<file path="src/rtl/region_tlb_pkg.sv">
package region_tlb_pkg;
  localparam int KEY_W = 24;
  localparam int PL_W  = 2;
  localparam int PS_W  = 6;
  localparam logic [2:0] RIGHTS_XO = 3'd7;

  typedef enum logic [1:0] {
    OP_INSERT  = 2'd0,
    OP_PURGE   = 2'd1,
    OP_KEY     = 2'd2,
    OP_PROMOTE = 2'd3
  } tlbOp_e;

  typedef struct packed {
    logic doInsert;
    logic doPurge;
    logic doKey;
    logic doPromote;
    logic pinned;
    logic purgeAll;
  } tlbStrobe_t;
endpackage

</file>
<file path="src/rtl/region_tlb_ctrl.sv">
module region_tlb_ctrl
  import region_tlb_pkg::*;
#(
  parameter int PS_MIN = 12,
  parameter int PS_MAX = 28
) (
  input  logic            clk,
  input  logic            rstN,
  input  logic            cmdValid,
  input  logic [1:0]      cmdOp,
  input  logic            cmdPinned,
  input  logic [PS_W-1:0] cmdPs,
  output tlbStrobe_t      strobe,
  output logic            doneValid
);
  localparam logic [PS_W-1:0] PS_LO = PS_W'(PS_MIN);
  localparam logic [PS_W-1:0] PS_HI = PS_W'(PS_MAX);

  always_comb begin
    strobe = '0;
    if (cmdValid) begin
      strobe.doInsert  = (cmdOp == OP_INSERT);
      strobe.doPurge   = (cmdOp == OP_PURGE);
      strobe.doKey     = (cmdOp == OP_KEY);
      strobe.doPromote = (cmdOp == OP_PROMOTE);
    end
    strobe.pinned   = strobe.doInsert && cmdPinned;
    strobe.purgeAll = strobe.doPurge && ((cmdPs < PS_LO) || (cmdPs > PS_HI));
  end

  always_ff @(posedge clk) begin
    if (!rstN) doneValid <= 1'b0;
    else       doneValid <= cmdValid;
  end

  // one done pulse per command, none without
  assert_done_after_cmd_R10: assert property (@(posedge clk) disable iff (!rstN)
    cmdValid |=> doneValid);
  assert_no_spurious_done_R10: assert property (@(posedge clk) disable iff (!rstN)
    !cmdValid |=> !doneValid);
  assert_one_strobe_R10: assert property (@(posedge clk) disable iff (!rstN)
    $onehot0({strobe.doInsert, strobe.doPurge, strobe.doKey, strobe.doPromote}));
endmodule

</file>
<file path="src/rtl/region_tlb_data.sv">
module region_tlb_data
  import region_tlb_pkg::*;
#(
  parameter int TR_SLOTS  = 8,
  parameter int TC_SLOTS  = 16,
  parameter int RID_W     = 24,
  parameter int IMPL_VA_W = 48,
  parameter int SLOT_W    = 4
) (
  input  logic             clk,
  input  logic             rstN,
  input  tlbStrobe_t       strobe,
  input  logic [SLOT_W-1:0] cmdSlot,
  input  logic [63:0]      cmdPte0,
  input  logic [63:0]      cmdPte1,
  input  logic [63:0]      cmdVa,
  input  logic [RID_W-1:0] cmdRid,
  input  logic [PS_W-1:0]  cmdPs,
  input  logic [PL_W-1:0]  cmdCurPl,
  output logic [63:0]      keyResult,
  output logic [PL_W-1:0]  newPl
);
  localparam int N     = TR_SLOTS + TC_SLOTS;
  localparam int IDX_W = $clog2(N);

  logic [N-1:0]           entValid;
  logic                   entPres   [N];
  logic [RID_W-1:0]       entRid    [N];
  logic [IMPL_VA_W-1:0]   entVa     [N];
  logic [PS_W-1:0]        entPs     [N];
  logic [KEY_W-1:0]       entKey    [N];
  logic [PL_W-1:0]        entPl     [N];
  logic [2:0]             entRights [N];

  logic                   vaImpl;
  logic [IMPL_VA_W-1:0]   vaLow;
  logic [N-1:0]           hitVec;
  logic [TC_SLOTS-1:0]    purgeHit;
  logic [IDX_W-1:0]       selIdx;
  logic                   hit;
  logic                   wrOk;
  logic [IDX_W-1:0]       wrIdx;
  logic                   unusedBits;

  assign unusedBits = ^{cmdPte0[63:7], cmdPte0[1], cmdPte1[63:32], cmdPte1[7:6]};
  assign vaImpl = ~|cmdVa[63:IMPL_VA_W];
  assign vaLow  = cmdVa[IMPL_VA_W-1:0];

  for (genvar g = 0; g < N; g++) begin : gLookup
    logic [IMPL_VA_W-1:0] lkMask;
    assign lkMask    = {IMPL_VA_W{1'b1}} << entPs[g];
    assign hitVec[g] = entValid[g] && entPres[g] && (entRid[g] == cmdRid)
                       && (((vaLow ^ entVa[g]) & lkMask) == '0);
  end

  for (genvar t = 0; t < TC_SLOTS; t++) begin : gPurge
    logic [PS_W-1:0]      widePs;
    logic [IMPL_VA_W-1:0] pgMask;
    assign widePs      = (entPs[TR_SLOTS+t] > cmdPs) ? entPs[TR_SLOTS+t] : cmdPs;
    assign pgMask      = {IMPL_VA_W{1'b1}} << widePs;
    assign purgeHit[t] = entValid[TR_SLOTS+t] && (entRid[TR_SLOTS+t] == cmdRid)
                         && (((vaLow ^ entVa[TR_SLOTS+t]) & pgMask) == '0);
  end

  always_comb begin
    selIdx = '0;
    for (int i = N - 1; i >= 0; i--) begin
      if (hitVec[i]) selIdx = IDX_W'(i);
    end
  end
  assign hit = vaImpl && (|hitVec);

  always_comb begin
    wrOk  = 1'b0;
    wrIdx = '0;
    if (strobe.pinned) begin
      if (int'(cmdSlot) < TR_SLOTS) begin
        wrOk  = 1'b1;
        wrIdx = IDX_W'(cmdSlot);
      end
    end else if (int'(cmdSlot) < TC_SLOTS) begin
      wrOk  = 1'b1;
      wrIdx = IDX_W'(int'(cmdSlot) + TR_SLOTS);
    end
  end

  always_ff @(posedge clk) begin
    if (!rstN) begin
      entValid <= '0;
    end else if (strobe.doInsert && wrOk) begin
      entValid[wrIdx] <= 1'b1;
    end else if (strobe.doPurge) begin
      for (int t = 0; t < TC_SLOTS; t++) begin
        if (strobe.purgeAll || purgeHit[t]) entValid[TR_SLOTS+t] <= 1'b0;
      end
    end
  end

  always_ff @(posedge clk) begin
    if (strobe.doInsert && wrOk) begin
      entPres[wrIdx]   <= cmdPte0[0];
      entPl[wrIdx]     <= cmdPte0[3:2];
      entRights[wrIdx] <= cmdPte0[6:4];
      entPs[wrIdx]     <= cmdPte1[5:0];
      entKey[wrIdx]    <= cmdPte1[31:8];
      entRid[wrIdx]    <= cmdRid;
      entVa[wrIdx]     <= vaLow;
    end
  end

  always_ff @(posedge clk) begin
    if (!rstN) begin
      keyResult <= '0;
      newPl     <= '0;
    end else begin
      if (strobe.doKey)
        keyResult <= hit ? {32'b0, entKey[selIdx], 8'b0} : 64'd1;
      if (strobe.doPromote)
        newPl <= (hit && entRights[selIdx] == RIGHTS_XO && entPl[selIdx] < cmdCurPl)
                 ? entPl[selIdx] : cmdCurPl;
    end
  end

  // pinned section untouched by purge
  assert_pinned_kept_R8: assert property (@(posedge clk) disable iff (!rstN)
    strobe.doPurge |=> entValid[TR_SLOTS-1:0] == $past(entValid[TR_SLOTS-1:0]));
  // unsupported size empties the cached section
  assert_overpurge_all_R7: assert property (@(posedge clk) disable iff (!rstN)
    strobe.purgeAll |=> entValid[N-1:TR_SLOTS] == '0);
  // promotion never raises the level number
  assert_promote_no_raise_R9: assert property (@(posedge clk) disable iff (!rstN)
    strobe.doPromote |=> newPl <= $past(cmdCurPl));
  // result shape
  assert_key_shape_R4: assert property (@(posedge clk) disable iff (!rstN)
    strobe.doKey |=> (keyResult == 64'd1) || (keyResult[63:32] == '0 && keyResult[7:0] == '0));
  // unimplemented address misses
  assert_unimpl_miss_R5: assert property (@(posedge clk) disable iff (!rstN)
    (strobe.doKey && !vaImpl) |=> keyResult == 64'd1);
endmodule

</file>
<file path="src/rtl/region_tlb.sv">
module region_tlb
  import region_tlb_pkg::*;
#(
  parameter  int TR_SLOTS  = 8,
  parameter  int TC_SLOTS  = 16,
  parameter  int RID_W     = 24,
  parameter  int IMPL_VA_W = 48,
  parameter  int PS_MIN    = 12,
  parameter  int PS_MAX    = 28,
  localparam int SLOT_W    = $clog2((TC_SLOTS > TR_SLOTS) ? TC_SLOTS : TR_SLOTS)
) (
  input  logic              clk,
  input  logic              rstN,
  input  logic              cmdValid,
  input  logic [1:0]        cmdOp,
  input  logic [SLOT_W-1:0] cmdSlot,
  input  logic              cmdPinned,
  input  logic [63:0]       cmdPte0,
  input  logic [63:0]       cmdPte1,
  input  logic [63:0]       cmdVa,
  input  logic [RID_W-1:0]  cmdRid,
  input  logic [5:0]        cmdPs,
  input  logic [1:0]        cmdCurPl,
  output logic              doneValid,
  output logic [63:0]       keyResult,
  output logic [1:0]        newPl
);
  tlbStrobe_t strobe;

  region_tlb_ctrl #(.PS_MIN(PS_MIN), .PS_MAX(PS_MAX)) ctrl_i (
    .clk(clk), .rstN(rstN), .cmdValid(cmdValid), .cmdOp(cmdOp),
    .cmdPinned(cmdPinned), .cmdPs(cmdPs), .strobe(strobe), .doneValid(doneValid)
  );

  region_tlb_data #(
    .TR_SLOTS(TR_SLOTS), .TC_SLOTS(TC_SLOTS), .RID_W(RID_W),
    .IMPL_VA_W(IMPL_VA_W), .SLOT_W(SLOT_W)
  ) data_i (
    .clk(clk), .rstN(rstN), .strobe(strobe), .cmdSlot(cmdSlot),
    .cmdPte0(cmdPte0), .cmdPte1(cmdPte1), .cmdVa(cmdVa), .cmdRid(cmdRid),
    .cmdPs(cmdPs), .cmdCurPl(cmdCurPl), .keyResult(keyResult), .newPl(newPl)
  );
endmodule

</file>
<file path="config.mk">
export PLATFORM = sky130hd
export DESIGN_NAME = region_tlb
export DESIGN_NICKNAME = d
export VERILOG_FILES = /design/src/rtl/region_tlb_pkg.sv /design/src/rtl/region_tlb_ctrl.sv /design/src/rtl/region_tlb_data.sv /design/src/rtl/region_tlb.sv
export SDC_FILE = /design/constraint.sdc
export NUM_CORES = 2
export LEC_CHECK = 0
export ABC_AREA = 1
export BUFFER_PORTS_ARGS = -buffer_cell sky130_fd_sc_hd__clkbuf_2
export CAP_MARGIN = 40
export CORE_AREA = 4 4 624 626
export DETAILED_ROUTE_END_ITERATION = 8
export DIE_AREA = 0 0 628 630
export GPL_ROUTABILITY_DRIVEN = 0
export PLACE_DENSITY = 0.56
export RECOVER_POWER = 25
export SLEW_MARGIN = 10
export SYNTH_ARGS = -nofsm -noshare
export SYNTH_HDL_FRONTEND = slang
export SYNTH_HIERARCHICAL = 1
export SYNTH_SLANG_ARGS = --single-unit
</file>
<file path="constraint.sdc">
create_clock -name clk -period 9.24 [get_ports clk]
set_input_delay 1.386 -clock clk [delete_from_list [all_inputs] [get_ports clk]]
set_output_delay 1.386 -clock clk [all_outputs]
set_load 0.005 [all_outputs]
</file>
==> run_summary.xml <==
<?xml version="1.0" encoding="UTF-8"?>
<metrics>
  <group name="finish">
    <metric name="area_delta_synth_final" unit="%">12.81</metric>
    <metric name="drive_above_1_share" unit="">0.07425</metric>
    <metric name="finalCoreUtilization" unit="">0.3925</metric>
    <metric name="nNetsFinal" unit="">13450</metric>
    <metric name="regArea" unit="sq um">78880</metric>
    <metric name="multi_input_area" unit="sq um">49190</metric>
    <metric name="layout.filler_cells" unit="">37140</metric>
  </group>
  <group name="worst_setup_path">
    <metric name="crit_family" unit="">simple AND/OR/NAND/NOR gates</metric>
    <metric name="crit_path_start" unit="">cmdVa[26]</metric>
    <metric name="rr_worst_depth" unit="">39</metric>
    <metric name="crit_type" unit="">in2reg</metric>
    <metric name="crit_start_category" unit="">input port</metric>
    <metric name="worstReg2RegStart" unit="">data_i/entPs[19][4]</metric>
    <metric name="timing.critical_path.slowest_cell_delay" unit="ns">1.70</metric>
    <metric name="critical-path-slowest-cell" unit="">sky130_fd_sc_hd__clkbuf_1</metric>
    <metric name="critPathArrivalTime" unit="ns">8.91</metric>
    <metric name="worst-path-max-fanout" unit="">123</metric>
    <metric name="crit_path_depth" unit="">41</metric>
    <metric name="r2r_setup_slack" unit="ns">2.72</metric>
    <metric name="crit_path_frequent_cell" unit="">sky130_fd_sc_hd__nand2_1</metric>
    <metric name="cp_num_buf_inv" unit="">4</metric>
    <metric name="crit_path_end_kind" unit="">flop</metric>
    <metric name="rr_endpoint" unit="">data_i/keyResult[26]</metric>
    <metric name="critPathRequiredTime" unit="ns">10.04</metric>
    <metric name="critical_path.endpoint" unit="">data_i/keyResult[26]</metric>
  </group>
  <group name="synth">
    <metric name="netlist_area" unit="sq um">133700</metric>
    <metric name="synth_flop_cell" unit="">sky130_fd_sc_hd__edfxtp_1</metric>
    <metric name="synth.area.mux_share" unit="">0</metric>
    <metric name="yosysUniqueCellTypes" unit="">77</metric>
    <metric name="cell_taking_the_most_area_after_synthesis" unit="">sky130_fd_sc_hd__edfxtp_1</metric>
    <metric name="synth_top_family_by_area" unit="">simple AND/OR/NAND/NOR gates</metric>
    <metric name="synth_enable_flop_cells" unit="">2592</metric>
    <metric name="synthesis_warnings" unit="">6</metric>
    <metric name="postSynthCellCount" unit="">12870</metric>
    <metric name="yosys.cell_count.top_type" unit="">sky130_fd_sc_hd__edfxtp_1</metric>
    <metric name="synth.area.top_cells" unit="">sky130_fd_sc_hd__edfxtp_1 (58%), sky130_fd_sc_hd__xor2_1 (6.6%), sky130_fd_sc_hd__nand2_1 (6.4%), sky130_fd_sc_hd__o21ai_0 (3.6%), sky130_fd_sc_hd__nand3_1 (3.5%)</metric>
    <metric name="yosys.area_share.simple" unit="">0.1653</metric>
    <metric name="post_synth.cell_area_avg" unit="sq um">10.39</metric>
    <metric name="seq_total_area_yosys" unit="">0.5899</metric>
    <metric name="ys_async_sr_fraction" unit="">0</metric>
    <metric name="synth_compound_gate_area_share" unit="">0.09349</metric>
    <metric name="post_synthesis_xor_xnor_area_fraction" unit="">0.09721</metric>
    <metric name="synth_commonest_cells" unit="">sky130_fd_sc_hd__edfxtp_1 (2592), sky130_fd_sc_hd__nand2_1 (2293), sky130_fd_sc_hd__nor2_1 (1051)</metric>
    <metric name="yosys.area.top_type_share" unit="">0.5821</metric>
    <metric name="synth-seq-cells" unit="">2644</metric>
    <metric name="post_synth_fa_ha_maj_area_fraction" unit="">0.009077</metric>
  </group>
  <group name="clock_tree">
    <metric name="clkSlewWorstSetupHoldPaths" unit="ns">0.06</metric>
    <metric name="post_cts_hold_buffer_count" unit="">0</metric>
    <metric name="post_cts_resized" unit="">0</metric>
    <metric name="ctsRootBufferMaster" unit="">sky130_fd_sc_hd__clkbuf_16</metric>
    <metric name="cts_max_path_buffers" unit="">4</metric>
    <metric name="tritoncts" unit="">yes</metric>
    <metric name="deepest_level_of_the_cts_h_tree" unit="">5</metric>
    <metric name="tritoncts.num_buffers" unit="">296</metric>
    <metric name="worstSkewPairLatency" unit="ns">0.91</metric>
    <metric name="tritoncts_num_sinks" unit="">2644</metric>
    <metric name="post-cts-setup-buffers" unit="">0</metric>
  </group>
  <group name="hold_path">
    <metric name="hp-class" unit="">reg2reg</metric>
  </group>
  <group name="placed_design">
    <metric name="detailedPlacementHpwl" unit="mm">310.5</metric>
    <metric name="place.port_buffers" unit="">169</metric>
  </group>
  <group name="floorplan">
    <metric name="die_width" unit="um">628</metric>
    <metric name="ioPinCount" unit="">301</metric>
    <metric name="floorplan.core_area" unit="sq um">384300</metric>
    <metric name="die_h" unit="um">630</metric>
    <metric name="floorplan.initialDensity" unit="">0.3480</metric>
    <metric name="num_rows" unit="">228</metric>
    <metric name="die_area" unit="sq um">395600</metric>
  </group>
  <group name="detailed_routing">
    <metric name="drt_first_pass_iters" unit="">8</metric>
    <metric name="finalWirelength" unit="mm">479.9</metric>
    <metric name="antenna_violating_nets_post_route" unit="">0</metric>
    <metric name="via_count" unit="">103100</metric>
    <metric name="post_drt_wl_per_cell" unit="um">26.06</metric>
    <metric name="drt-vias-per-instance" unit="">5.600</metric>
    <metric name="drc" unit="">0</metric>
    <metric name="dr.first_iter.drc_count" unit="">14300</metric>
  </group>
  <group name="timing">
    <metric name="report.final.setup_viol" unit="">0</metric>
    <metric name="timing.final.max_slew_violations" unit="">586</metric>
    <metric name="whs" unit="ns">0.4690</metric>
    <metric name="grt_setup_unrepaired" unit="">false</metric>
    <metric name="setup_total_negative_slack" unit="ns">0</metric>
    <metric name="maxClockFrequency" unit="MHz">123.3</metric>
    <metric name="finalHoldViolations" unit="">0</metric>
    <metric name="slew_headroom" unit="">-1.536</metric>
    <metric name="skew" unit="ns">0.09177</metric>
    <metric name="final_period_minus_worst_setup_slack" unit="ns">8.107</metric>
    <metric name="min_period_over_period" unit="">0.8774</metric>
    <metric name="max_slew.worst_pin.slew" unit="ns">3.804</metric>
  </group>
  <group name="pwr">
    <metric name="power.static_leakage" unit="nW">53.69</metric>
    <metric name="ir_drop" unit="uV">146.4</metric>
    <metric name="p_total" unit="mW">27.07</metric>
    <metric name="power.density_cell_area" unit="nW/um^2">179.5</metric>
  </group>
  <group name="outcome">
    <metric name="failed_checks" unit="">capacitance limit, slew limit</metric>
    <metric name="status" unit="">complete, but fails checks</metric>
  </group>
  <group name="job">
    <metric name="maxCapViolCount" unit="">32</metric>
  </group>
  <group name="grt">
    <metric name="largest_net_degree_at_the_start_of_global_routing" unit="">175</metric>
    <metric name="gr-total-overflow" unit="">0</metric>
    <metric name="grt_pass1_wl" unit="mm">680.0</metric>
    <metric name="grt_antenna_before_repair" unit="">40</metric>
    <metric name="first_global_vias" unit="">94750</metric>
    <metric name="grtUsageTotal" unit="">0.2318</metric>
  </group>
</metrics>
-- through the flow --
step,instance area [sq um],worst slack [ns],instances
final,150800,1.133,18410
after global routing,150800,0.8346,18410
after CTS,151000,1.969,18400
after detailed placement,141700,1.026,17870
after global placement,141100,0.8158,17840
after floorplan,133800,1.669,12910
-- cells in the final DEF, fill, tap and decap left out, types with 271 or more instances in the layout --
cell type and count:
sky130_fd_sc_hd__a21oi_1 415, sky130_fd_sc_hd__buf_4 271, sky130_fd_sc_hd__clkbuf_16 304, sky130_fd_sc_hd__edfxtp_1 2592, sky130_fd_sc_hd__inv_1 786, sky130_fd_sc_hd__nand2_1 2293
sky130_fd_sc_hd__nand3_1 925, sky130_fd_sc_hd__nand4_1 314, sky130_fd_sc_hd__nor2_1 1026, sky130_fd_sc_hd__o21ai_0 966, sky130_fd_sc_hd__xnor2_1 478, sky130_fd_sc_hd__xor2_1 1006
-- cells by family (layout without fill, tap and decap cells) --
group	Yosys count	count (layout)
adders and majority gates	97	97
AOI/OAI and AO/OA	2152	2152
DFF	2644	2644
buffers and inverters	1437	1871
xor gates and xnor gates	1484	1484
other	1	47
and+or+nand+nor	5059	5059
-- worst min-delay path by stage --
stage / from / cells after the start / slack, ns / endpoint
after global placement: data_i/entValid[3] / 2 / 0.45 / data_i/entValid[3]
after global routing: data_i/keyResult[31] / 2 / 0.49 / data_i/keyResult[31]
final: data_i/keyResult[22] / 2 / 0.47 / data_i/keyResult[22]
after CTS: data_i/keyResult[22] / 2 / 0.47 / data_i/keyResult[22]
after floorplan: data_i/entValid[3] / 2 / 0.44 / data_i/entValid[3]
after detailed placement: data_i/keyResult[22] / 2 / 0.46 / data_i/keyResult[22]
-- power by group --
| group | switching (mW) | internal [mW] |
|---|---|---|
| logic | 1.66 | 0.576 |
| registers | 0.0271 | 13.2 |
| clock network | 4.93 | 6.66 |
-- tightest hold or removal path: cells and delay by family, from the launching register on --
kind	cells	cell delay, ns
flops	1	0.31
compound gates	1	0.05
simple gates	1	0.06
-- sequential cells by signal, summed over array words and instances, names as in the netlist --
signal and cells:
ctrl_i/doneValid 1, data_i/entKey 576, data_i/entPl 48, data_i/entPres 24, data_i/entPs 144, data_i/entRid 576
data_i/entRights 72, data_i/entVa 1152, data_i/entValid 24, data_i/keyResult 25, data_i/newPl 2
-- metal layers --
layer  share of wire  track usage
met5         0.00032            0
met4           0.051       0.1014
met3            0.11      0.04895
met2            0.42       0.3437
met1            0.42       0.3264
-- final cells by class --
| cell class | instances | share of cell area |
|---|---|---|
| sequential | 2644 | 0.5230 |
| multi-input combinational | 8831 | 0.3261 |
| clock buffer | 366 | 0.05238 |
| tap | 5060 | 0.04198 |
| timing repair buffer | 505 | 0.02569 |
| inverter | 837 | 0.02093 |
| clock inverter | 163 | 0.009805 |
| antenna | 8 | 0.0001327 |
Power figures use the tool's default switching activity.
